## config.mk

```make
export PLATFORM = sky130hd
export DESIGN_NAME = chain_mpc
export DESIGN_NICKNAME = d
export VERILOG_FILES = /design/src/rtl/chain_mpc_pkg.sv /design/src/rtl/chain_mpc_store.sv /design/src/rtl/chain_mpc_branch.sv /design/src/rtl/chain_mpc_seq.sv /design/src/rtl/chain_mpc.sv
export SDC_FILE = /design/constraint.sdc
export NUM_CORES = 1
export LEC_CHECK = 0
export BUFFER_PORTS_ARGS = -buffer_cell sky130_fd_sc_hd__clkbuf_2
export CORE_ASPECT_RATIO = 1.75
export CORE_MARGIN = 4
export CORE_UTILIZATION = 30
export CTS_BUF_LIST = sky130_fd_sc_hd__clkbuf_4 sky130_fd_sc_hd__clkbuf_8
export DETAILED_ROUTE_END_ITERATION = 10
export PLACE_DENSITY_LB_ADDON = 0.2
export SYNTH_ARGS = -nofsm -noshare
export SYNTH_HDL_FRONTEND = slang
export SYNTH_HIERARCHICAL = 1
export SYNTH_SLANG_ARGS = --single-unit
export TNS_END_PERCENT = 5
```

## constraint.sdc

```tcl
create_clock -name clk -period 1.95 [get_ports clk]
set_clock_uncertainty 0.05 [all_clocks]
set_input_delay 0.2925 -clock clk [delete_from_list [all_inputs] [get_ports clk]]
set_output_delay 0.2925 -clock clk [all_outputs]
set_load 0.03 [all_outputs]
```

## src/rtl/chain_mpc_pkg.sv

```systemverilog
package chain_mpc_pkg;

    typedef enum logic [1:0] {
        SEQ_BOOT = 2'd0,
        SEQ_RUN  = 2'd1,
        SEQ_HALT = 2'd2
    } seq_state_e;

endpackage

```

## src/rtl/chain_mpc_store.sv

```systemverilog
// Fixed control store: word = {exit, y1..y5, end}.
module chain_mpc_store #(
    parameter int ADDR_W = 4,
    parameter int UOP_W  = 5,
    localparam int CW_W  = UOP_W + 2
) (
    input  logic [ADDR_W-1:0] addr,
    output logic [CW_W-1:0]   word
);
    always_comb begin
        unique case (int'(addr))
            0:       word = CW_W'(7'b0110000);
            1:       word = CW_W'(7'b1001100);
            2:       word = CW_W'(7'b0011000);
            3:       word = CW_W'(7'b0100100);
            4:       word = CW_W'(7'b0000010);
            5:       word = CW_W'(7'b0101000);
            6:       word = CW_W'(7'b1011011);
            7:       word = CW_W'(7'b0110000);
            8:       word = CW_W'(7'b1101010);
            9:       word = CW_W'(7'b0001100);
            10:      word = CW_W'(7'b1101000);
            default: word = '0;
        endcase
    end
endmodule

```

## src/rtl/chain_mpc_branch.sv

```systemverilog
// Transition circuit: full address plus conditions to next chain entry.
module chain_mpc_branch #(
    parameter int ADDR_W = 4,
    parameter int COND_W = 3
) (
    input  logic [ADDR_W-1:0] addr,
    input  logic [COND_W-1:0] cond,
    output logic [ADDR_W-1:0] entry
);
    always_comb begin
        unique case (int'(addr))
            1: begin
                if (cond[0])      entry = ADDR_W'(2);
                else if (cond[1]) entry = ADDR_W'(7);
                else              entry = ADDR_W'(9);
            end
            8, 10:   entry = cond[2] ? ADDR_W'(5) : ADDR_W'(0);
            default: entry = '0;
        endcase
    end
endmodule

```

## src/rtl/chain_mpc_seq.sv

```systemverilog
// Sequencing state machine and address counter (rising edge).
module chain_mpc_seq
    import chain_mpc_pkg::*;
#(
    parameter int ADDR_W = 4
) (
    input  logic              clk,
    input  logic              rst,
    input  logic              fetched,
    input  logic              last,
    input  logic              stop,
    input  logic [ADDR_W-1:0] entry,
    output logic [ADDR_W-1:0] addr,
    output seq_state_e        state
);
    seq_state_e        state_d;
    logic [ADDR_W-1:0] addr_d;

    always_ff @(posedge clk or posedge rst) begin
        if (rst) begin
            state <= SEQ_BOOT;
            addr  <= '0;
        end else begin
            state <= state_d;
            addr  <= addr_d;
        end
    end

    always_comb begin
        state_d = state;
        addr_d  = addr;
        unique case (state)
            SEQ_BOOT: begin
                if (fetched) state_d = SEQ_RUN;
            end
            SEQ_RUN: begin
                if (stop)      state_d = SEQ_HALT;
                else if (last) addr_d  = entry;
                else           addr_d  = addr + ADDR_W'(1);
            end
            SEQ_HALT: begin
                state_d = SEQ_HALT;
            end
            default: state_d = SEQ_BOOT;
        endcase
    end
endmodule

```

## src/rtl/chain_mpc.sv

```systemverilog
module chain_mpc
    import chain_mpc_pkg::*;
#(
    parameter int ADDR_W = 4,
    parameter int UOP_W  = 5,
    parameter int COND_W = 3
) (
    input  logic              clk,
    input  logic              rst,
    input  logic [COND_W-1:0] cond_i,
    output logic [UOP_W-1:0]  uop_o,
    output logic              done_o
);
    localparam int CW_W = UOP_W + 2;

    logic [ADDR_W-1:0] addr_q;
    logic [ADDR_W-1:0] entry;
    logic [CW_W-1:0]   store_word;
    logic [CW_W-1:0]   cw_q;
    logic              fetched_q;
    seq_state_e        state_q;
    logic              cw_last;
    logic              cw_stop;
    logic              running;

    chain_mpc_store #(.ADDR_W(ADDR_W), .UOP_W(UOP_W)) u_store (
        .addr (addr_q),
        .word (store_word)
    );

    chain_mpc_branch #(.ADDR_W(ADDR_W), .COND_W(COND_W)) u_branch (
        .addr  (addr_q),
        .cond  (cond_i),
        .entry (entry)
    );

    chain_mpc_seq #(.ADDR_W(ADDR_W)) u_seq (
        .clk     (clk),
        .rst     (rst),
        .fetched (fetched_q),
        .last    (cw_last),
        .stop    (cw_stop),
        .entry   (entry),
        .addr    (addr_q),
        .state   (state_q)
    );

    // Control word register on the falling edge; frozen once halted.
    always_ff @(negedge clk or posedge rst) begin
        if (rst) begin
            cw_q      <= '0;
            fetched_q <= 1'b0;
        end else if (state_q != SEQ_HALT) begin
            cw_q      <= store_word;
            fetched_q <= 1'b1;
        end
    end

    assign cw_last = cw_q[CW_W-1];
    assign cw_stop = cw_q[0];
    assign running = (state_q == SEQ_RUN);

    always_comb begin
        uop_o  = cw_q[CW_W-2:1];
        done_o = (state_q == SEQ_HALT);
    end
endmodule

```

==> results of run 1 <==
==> registers in the layout, indices dropped and copies added, names as in the netlist <==
signal and cells:
u_seq/addr 4, fetched_q 1, u_seq/state 2, cw_q 7
==> placed cells by master (no fill, tap or decap), types with 2 or more instances in the layout <==
cell type  instances
dfrtp_1            3
ha_1               7
buf_8              5
o22ai_1            2
a21oi_1            3
nand3_1            2
a21oi_2            2
nor2_1             9
a22o_1             3
buf_6              2
mux2i_1            4
inv_2              3
inv_1              9
mux2_4             9
nand2b_1           4
buf_4              9
dfrtp_2            3
o21ai_1            3
clkbuf_8           4
clkbuf_2           5
dfrtn_1            8
nand2_1            2
==> metrics by stage <==
stage	std cells	power [W]	cell area (um2)	utilization [%]
after floorplan	96	0.000303	1030	-
after global placement	150	0.000310	1130	35.5
after detailed placement	150	0.000310	1130	35.5
after CTS	156	0.000594	1260	39.8
after global routing	156	0.000614	1270	40.1
final	156	0.000588	1270	40.1
==> layer usage <==
layer / global-route usage [%] / vias to the layer above / routed length [um]
met5: 0 / - / 0
met4: 5.49 / 0 / 88
met3: 2.31 / 10 / 61
met2: 15.9 / 16 / 1000
met1: 11.5 / 320 / 752
li1: - / 351 / -
==> critical path: cells and delay by family, from the launching register on <==
| family | cells | cell delay (ns) |
|---|---|---|
| flip-flops | 1 | 0.38 |
| multiplexers | 1 | 0.25 |
| buffers and inverters | 1 | 0.05 |
| AO/OA/AOI/OAI | 2 | 0.24 |
| adder cells (fa/ha/maj) | 1 | 0.26 |
==> final timing paths <==
path	startpoint	endpoint	slack, ns	cells past startpoint
hold / removal	fetched_q	fetched_q	0.38	1
min in group asynchronous	rst	u_seq/addr[3]	0.46	3
setup reg to reg	u_seq/addr[0]	cw_q[5]	-0.40	5
max in group asynchronous	rst	cw_q[6]	0.28	3
setup / recovery	u_seq/addr[0]	cw_q[5]	-0.40	5
hold reg to reg	fetched_q	fetched_q	0.38	1
==> kinds of logic (layout without fill, tap and decap cells) <==
family / after synthesis / in the layout
AOI/OAI and AO/OA: 17 / 17
adders and majority gates: 8 / 8
buffers and inverters: 21 / 38
DFF: 14 / 14
muxes: 13 / 13
and+or+nand+nor: 23 / 23
==> cell type report <==
| type | count | area, um2 | area share [%] |
|---|---|---|---|
| inverters | 12 | 45.0 | 3.54 |
| multi-input cells | 61 | 564 | 44.3 |
| repair buffers | 22 | 200 | 15.7 |
| flip-flops and latches | 14 | 354 | 27.8 |
| clock buffers | 4 | 55.1 | 4.33 |
| well taps | 43 | 53.8 | 4.23 |
==> power breakdown <==
| group | switching, W | internal [W] |
|---|---|---|
| sequential | 0 | 0.000291 |
| clock | 0.000104 | 0.000179 |
| combinational | 0.00000880 | 0.00000547 |
==> timing repair <==
item,4_1_cts,5_1_grt
hold endpoints to repair,6,0
hold buffers,1,0
resized for setup,18,6
buffers inserted,1,0
setup endpoints to repair,19,19
pin swaps,4,2
==> metrics, run 1 <==
Peak VDD IR between 150 and 200 uV; Synth Area in XOR/XNOR 0%; die area 4380 um2; Critical Path Source Type flip-flop; Max Cap Viol 0; worst stage delay on the critical path 0.38 ns; pre-CTS WS -0.436 ns; post-DR vias/cell 4.47; Net Count, Synth 109; Leak 0.635 nW; core region area 3180 um2; Yosys top cell area share between 10% and 20%; Synth Area in Simple Gates 14.4%; CTS H-tree lvls 1; unrepaired setup endpoints after global routing yes; critical path's slowest cell dfrtp_2; CP endpoint kind flip-flop; Hold Vio Cnt, Final 0; CTS Buf Count 3; die width 51.8 um; Netlist Area Pre-Place 1010 um2; Die H 84.7 um; largest family of logic cells by synthesized area multiplexers; Filler cells 340; PD cells ~460 nW/um2; total grt overflow 0; Setup CP Type flip-flop to flip-flop; root buf cell clkbuf_8; HPWL Detailed 1470 um; cell with the most instances after synthesis inv_1; drt pass-1 iters 4; Worst Setup Slack, final -0.400 ns; Routed Antenna Nets 0; status complete, but fails checks; synth unique cells 26; CP Data Required Time 1.03 ns; share of cells above drive strength 1 45.1%; Initial Util 31.7%; initial antenna violation count 0; nets@finish approximately 130; clk slew on worst S/H paths 0.06 ns; DR iter-0 viols 5; clk sinks 14; Synth Area in Adders 9.94%; WP data arrival 1.43 ns; final setup fails 19; worst slew pin tran 0.312 ns; top-level port count 11; GRT Total Usage 9.82%; port buffer count 10; Synth async-reset ratio 100%; syn avg cell area 10.5 um2; worst-path cell chain inv_2 > ha_4 > a21oi_2 > a22o_1 > mux2_4; Final Slew Violations 0; Routed WL around 1900 um; Slew Limit Headroom 79.2%; post-DR wirelength/cell 12.2 um; Vias approximately 700; failing checks negative setup slack; CTS tree built; Hold Worst Slack roughly 0.38 ns; mux cell area share after synthesis 17.4%; post-synthesis instance total 96; complex-gate fraction of the synthesized area 11.4%; largest area contributor in the netlist dfrtn_1; Synth Warn # 6; global-route wire length before repair 3260 um; register area share after synthesis between 30% and 40%; drt drc 0; worst-path maximum fanout 3; Main synth FF type dfrtn_1; # rows 27; number of synthesized register bits 14; top cells by count, synth 12 x inv_1, 9 x mux2_4, 9 x nor2_1; GP Congestion about 0.76; EDFF count, synth 0; largest net degree at the start of global routing 12; n_diodes 0; Setup TNS -4.55 ns; Clock Path Buffers 2; HP Class flip-flop to flip-flop; Synth area leaders dfrtn_1 20%, dfrtp_1 15%, mux2_4 13%; Worst-Skew Late Latency ~0.26 ns; vias in the first global route between 700 and 800; Area growth syn-to-layout 26.3%
Power figures use the tool's default switching activity.
==> inputs of run 2 (changes only) <==
--- a/config.mk
+++ b/config.mk
@@ -10,8 +10,8 @@
 export CORE_MARGIN = 4
 export CORE_UTILIZATION = 30
 export CTS_BUF_LIST = sky130_fd_sc_hd__clkbuf_4 sky130_fd_sc_hd__clkbuf_8
+export CTS_CLUSTER_DIAMETER = 200
 export DETAILED_ROUTE_END_ITERATION = 10
-export PLACE_DENSITY_LB_ADDON = 0.2
 export SYNTH_ARGS = -nofsm -noshare
 export SYNTH_HDL_FRONTEND = slang
 export SYNTH_HIERARCHICAL = 1
==> metrics, run 2 (synthesis gave the netlist of run 1 again) <==
Reg2Reg Setup Slack -0.43 ns; CTS Buf Count 3; HPWL Detailed about 1500 um; switching power 0.000124 W; post-DR wirelength/cell 12.1 um; sum of buffers and inverters on the critical path 1; post-DR vias/cell 4.53; Initial Util a little under a third; worst-path maximum fanout 4; clk slew on worst S/H paths 0.06 ns; largest net degree at the start of global routing 10; sequential share of power between 40% and 50%; # rows 27; die width 51.8 um; drt drc 0; die area 4380 um2; CP endpoint kind flip-flop; Clk pwr share between 40% and 50%; Hold Vio Cnt, Final 0; CP Data Required Time 1.04 ns; unrepaired setup endpoints after global routing yes; GRT Total Usage 9.79%; global-route wire length before repair 3280 um; CTS tree built; worst hold endpoint u_seq/addr[0]; status complete, but fails checks; Die H 84.7 um; combinational fraction of design power 2.4%; initial antenna violation count 0; n_diodes 0; top-level port count 11; final setup fails 19; Critical R2R Launch u_seq/addr[0]; FF-to-FF path depth 5; nets@finish 129; Hold Path Depth 4; Worst-Skew Late Latency 0.27 ns; Routed Antenna Nets 0; Area growth syn-to-layout 31.3%; Reg with most FFs cw_q; core region area 3180 um2; worst slew pin tran 0.306 ns; Worst Setup Slack, final -0.433 ns; Post-Place Cells 152; vias in the first global route 764; critical path's slowest cell dfrtp_2; worst stage delay on the critical path 0.39 ns; GP Congestion 0.819; Peak VDD IR 262 uV; Max Cap Viol 0; root buf cell clkbuf_8; post-layout util 41.6%; hold path startpoint cond_i[0]; Leak approximately 0.65 nW; PD cells about 450 nW/um2; Setup CP Type flip-flop to flip-flop; Slew Limit Headroom 79.6%; Setup TNS -4.23 ns; total grt overflow 0; Final Slew Violations 0; Regs by FF count cw_q (7), u_seq/addr (4), u_seq/state (2); failing checks negative setup slack; Hold Worst Slack approximately 0.34 ns; port buffer count 10; DR iter-0 viols 9; clk sinks 14; Filler cells 310; R2R Path End cw_q[5]; share of cells above drive strength 1 51.3%; CTS H-tree lvls 1; Critical Path Source Type flip-flop; post-route insts no fill 158; Vias between 700 and 800; worst-path cell chain inv_2 > ha_4 > nand2b_1 > a22o_1 > mux2_4; most frequent cells in the layout 9 x mux2_4, 9 x buf_4, 8 x inv_1, 8 x dfrtn_1, 8 x nor2_1; Largest register FFs 7; HP Class input pin to flip-flop; Pint ~0.00048 W; Routed WL 1910 um; WP data arrival 1.47 ns; drt pass-1 iters 3; Worst path top cell family by delay flip-flops; switching fraction of total power 20.7%; Clock Path Buffers 2
run 2: timing repair:
action	CTS	global route
resized for setup	21	13
setup buffers	1	0
endpoints found under the setup margin	19	19
pin swaps	4	4
hold buffers	1	0
hold endpoints to repair	6	0
run 2: worst min-delay path, cell delays in order:
cell and delay, ns:
clkbuf_2 0.12, o21ai_1 0.08, nand3_1 0.07, nand2_1 0.04
run 2: layout make-up:
class | count | area, um2 | share of cell area (%)
timing repair buffer | 24 | 223 | 16.8
inverter | 12 | 45.0 | 3.41
sequential | 14 | 355 | 26.9
tap | 43 | 53.8 | 4.07
clock buffer | 4 | 55.1 | 4.16
multi-input combinational | 61 | 591 | 44.7
run 2: per-stage QoR:
| step | instance area, um2 | setup WS [ns] | total power (W) |
|---|---|---|---|
| 2_1_floorplan | 1030 | -0.504 | 0.000303 |
| 3_3_place_gp | 1140 | -0.414 | 0.000310 |
| 3_5_place_dp | 1140 | -0.443 | 0.000310 |
| 4_1_cts | 1300 | -0.431 | 0.000606 |
| 5_1_grt | 1320 | -0.473 | 0.000619 |
| 6_report | 1320 | -0.433 | 0.000601 |
run 2: worst max path at each step:
stage / startpoint / endpoint / slack [ns] / cells after the start
after floorplan: u_seq/addr[0] / cw_q[5] / -0.50 / 5
after global placement: u_seq/addr[0] / cw_q[5] / -0.41 / 5
after detailed placement: u_seq/addr[0] / cw_q[5] / -0.44 / 5
after CTS: u_seq/addr[0] / cw_q[5] / -0.43 / 5
after global routing: u_seq/addr[0] / cw_q[5] / -0.47 / 5
final: u_seq/addr[0] / cw_q[5] / -0.43 / 5
run 2: routing by layer:
| layer | track usage (%) | up-vias | wire (um) |
|---|---|---|---|
| met5 | 0 | - | 0 |
| met4 | 5.73 | 0 | 51 |
| met3 | 1.07 | 5 | 49 |
| met2 | 18.3 | 11 | 1090 |
| met1 | 9.82 | 340 | 719 |
| li1 | - | 359 | - |
run 2: power groups by stage:
stage / Clock (W) / Combinational (W) / Sequential, W
finish: 0.000295 / 0.0000143 / 0.000291
global route: 0.000311 / 0.0000172 / 0.000291
CTS: 0.000299 / 0.0000151 / 0.000291
global placement: 0 / 0.0000133 / 0.000297
floorplan: 0 / 0.00000612 / 0.000297
detailed placement: 0 / 0.0000136 / 0.000297
==> inputs of run 3 (changes only) <==
==> constraint.sdc (replaced) <==
create_clock -name clk -period 2.4 [get_ports clk]
set_clock_uncertainty 0.05 [all_clocks]
set_input_delay 0.36 -clock clk [delete_from_list [all_inputs] [get_ports clk]]
set_output_delay 0.36 -clock clk [all_outputs]
set_load 0.03 [all_outputs]
==> metrics, run 3 (synthesis gave the netlist of run 1 again) <==
core region area 3180 um2; post-route insts no fill 152; PD cells 389 nW/um2; total grt overflow 0; worst slew pin tran about 0.34 ns; n_diodes 0; die width 51.8 um; post-DR vias/cell ~4.6; top-level port count 11; drt pass-1 iters 4; Critical R2R Launch u_seq/addr[0]; Setup CP Type flip-flop to flip-flop; largest net degree at the start of global routing 11; final setup fails 11; Routed Antenna Nets 0; GRT met3 Usage 1.60%; Post-DP Area 1110 um2; initial antenna violation count 0; clk sinks 14; clk slew on worst S/H paths 0.06 ns; CTS Buf Count 3; die area 4380 um2; post-DR wirelength/cell 11.9 um; Vias 699; port buffer count 10; global-route wire length before repair 3180 um; hold path startpoint fetched_q; CTS tree built; Worst Setup Slack, final -0.196 ns; Hold Worst Slack 0.381 ns; GRT met1 Usage 10.1%; vias in the first global route between 700 and 800; CTS H-tree lvls 1; Hold Path Depth 1; status complete, but fails checks; unrepaired setup endpoints after global routing yes; Slew Limit Headroom 77.6%; Reg2Reg Setup Slack -0.20 ns; Hold Vio Cnt, Final 0; Regs by FF count cw_q (7), u_seq/addr (4), u_seq/state (2); GP Congestion roughly 0.84; HPWL Detailed 1440 um; global route hottest layer met2; Reg area 354 um2; Critical Path Source Type flip-flop; Initial Util 31.7%; Max Cap Viol 0; worst-path maximum fanout 4; Clock Path Buffers 2; CP Data Required Time between 1 and 1.5 ns; Worst-Skew Late Latency 0.26 ns; failing checks negative setup slack; HP Class flip-flop to flip-flop; worst hold endpoint fetched_q; Reg with most FFs cw_q; WP data arrival 1.45 ns; Die H 84.7 um; most common cell after layout, fill and taps aside inv_1; area of the multi-input gates between 500 and 600 um2; Post-Place Cells approximately 150; Final Slew Violations 0; Largest register FFs 7; FF-to-FF path depth 5; Routed WL 1800 um; # rows 27; R2R Path End cw_q[5]; Setup TNS -0.890 ns; nets@finish 123; pre-CTS WS -0.214 ns; Area growth syn-to-layout 21.7%; share of cells above drive strength 1 between 40% and 50%; GRT Total Usage a little under a tenth; CP endpoint kind flip-flop; design area around 1200 um2; Peak VDD IR 201 uV; Filler cells 332; grt met2 use 16.6%; drt drc 0; root buf cell clkbuf_8; Leak roughly 0.6 nW; DR iter-0 viols 15; most frequent cells in the layout 10 x inv_1, 9 x mux2_4, 9 x nor2_1, 8 x dfrtn_1, 7 x ha_1
run 3: cell count changes in the layout (fill, tap and decap cells not counted), sizes merged:
| cell | before | now |
|---|---|---|
| buf | 18 | 12 |
run 3: worst max-delay path: stages (launching register included):
cell	delay, ns
dfrtp_2	0.39
inv_2	0.06
ha_4	0.26
a21oi_2	0.05
a22o_1	0.20
mux2_4	0.25
run 3: how the worst max path moves through the flow:
stage | startpoint | endpoint | cells past startpoint
6_report | u_seq/addr[0] | cw_q[5] | 5
5_1_grt | u_seq/addr[0] | cw_q[5] | 5
4_1_cts | u_seq/addr[0] | cw_q[5] | 5
3_5_place_dp | u_seq/addr[0] | cw_q[5] | 5
3_3_place_gp | u_seq/addr[0] | cw_q[5] | 5
2_1_floorplan | u_seq/addr[0] | cw_q[5] | 5
run 3: metal layers:
metal,vias to the layer above,wire length (um)
li1,343,-
met1,344,712
met2,10,1020
met3,2,43
met4,0,27
met5,-,0
run 3: power by group:
| group | internal [W] | total, W | switching [W] |
|---|---|---|---|
| Combinational | 0.00000444 | 0.0000117 | 0.00000725 |
| Sequential | 0.000237 | 0.000237 | 0 |
| Clock | 0.000145 | 0.000228 | 0.0000828 |
run 3: final cells by class:
cell class,count,share of cell area [%]
sequential,14,28.9
inverter,12,3.67
timing repair buffer,18,13.6
tap,43,4.39
clock buffer,4,4.49
multi-input combinational,61,45.0
run 3: stage by stage:
stage	utilization [%]	total power, W
after global routing	38.6	0.000502
after global placement	34.8	0.000252
after detailed placement	34.8	0.000252
after CTS	38.4	0.000482
after floorplan	-	0.000246
final	38.6	0.000476
run 3: what timing repair did:
action | 4_1_cts | 5_1_grt
buffers inserted | 0 | 0
setup endpoints to repair | 14 | 16
endpoints found under the hold margin | 6 | 0
hold buffers | 1 | 0
resized for setup | 13 | 5
pin swaps | 2 | 3
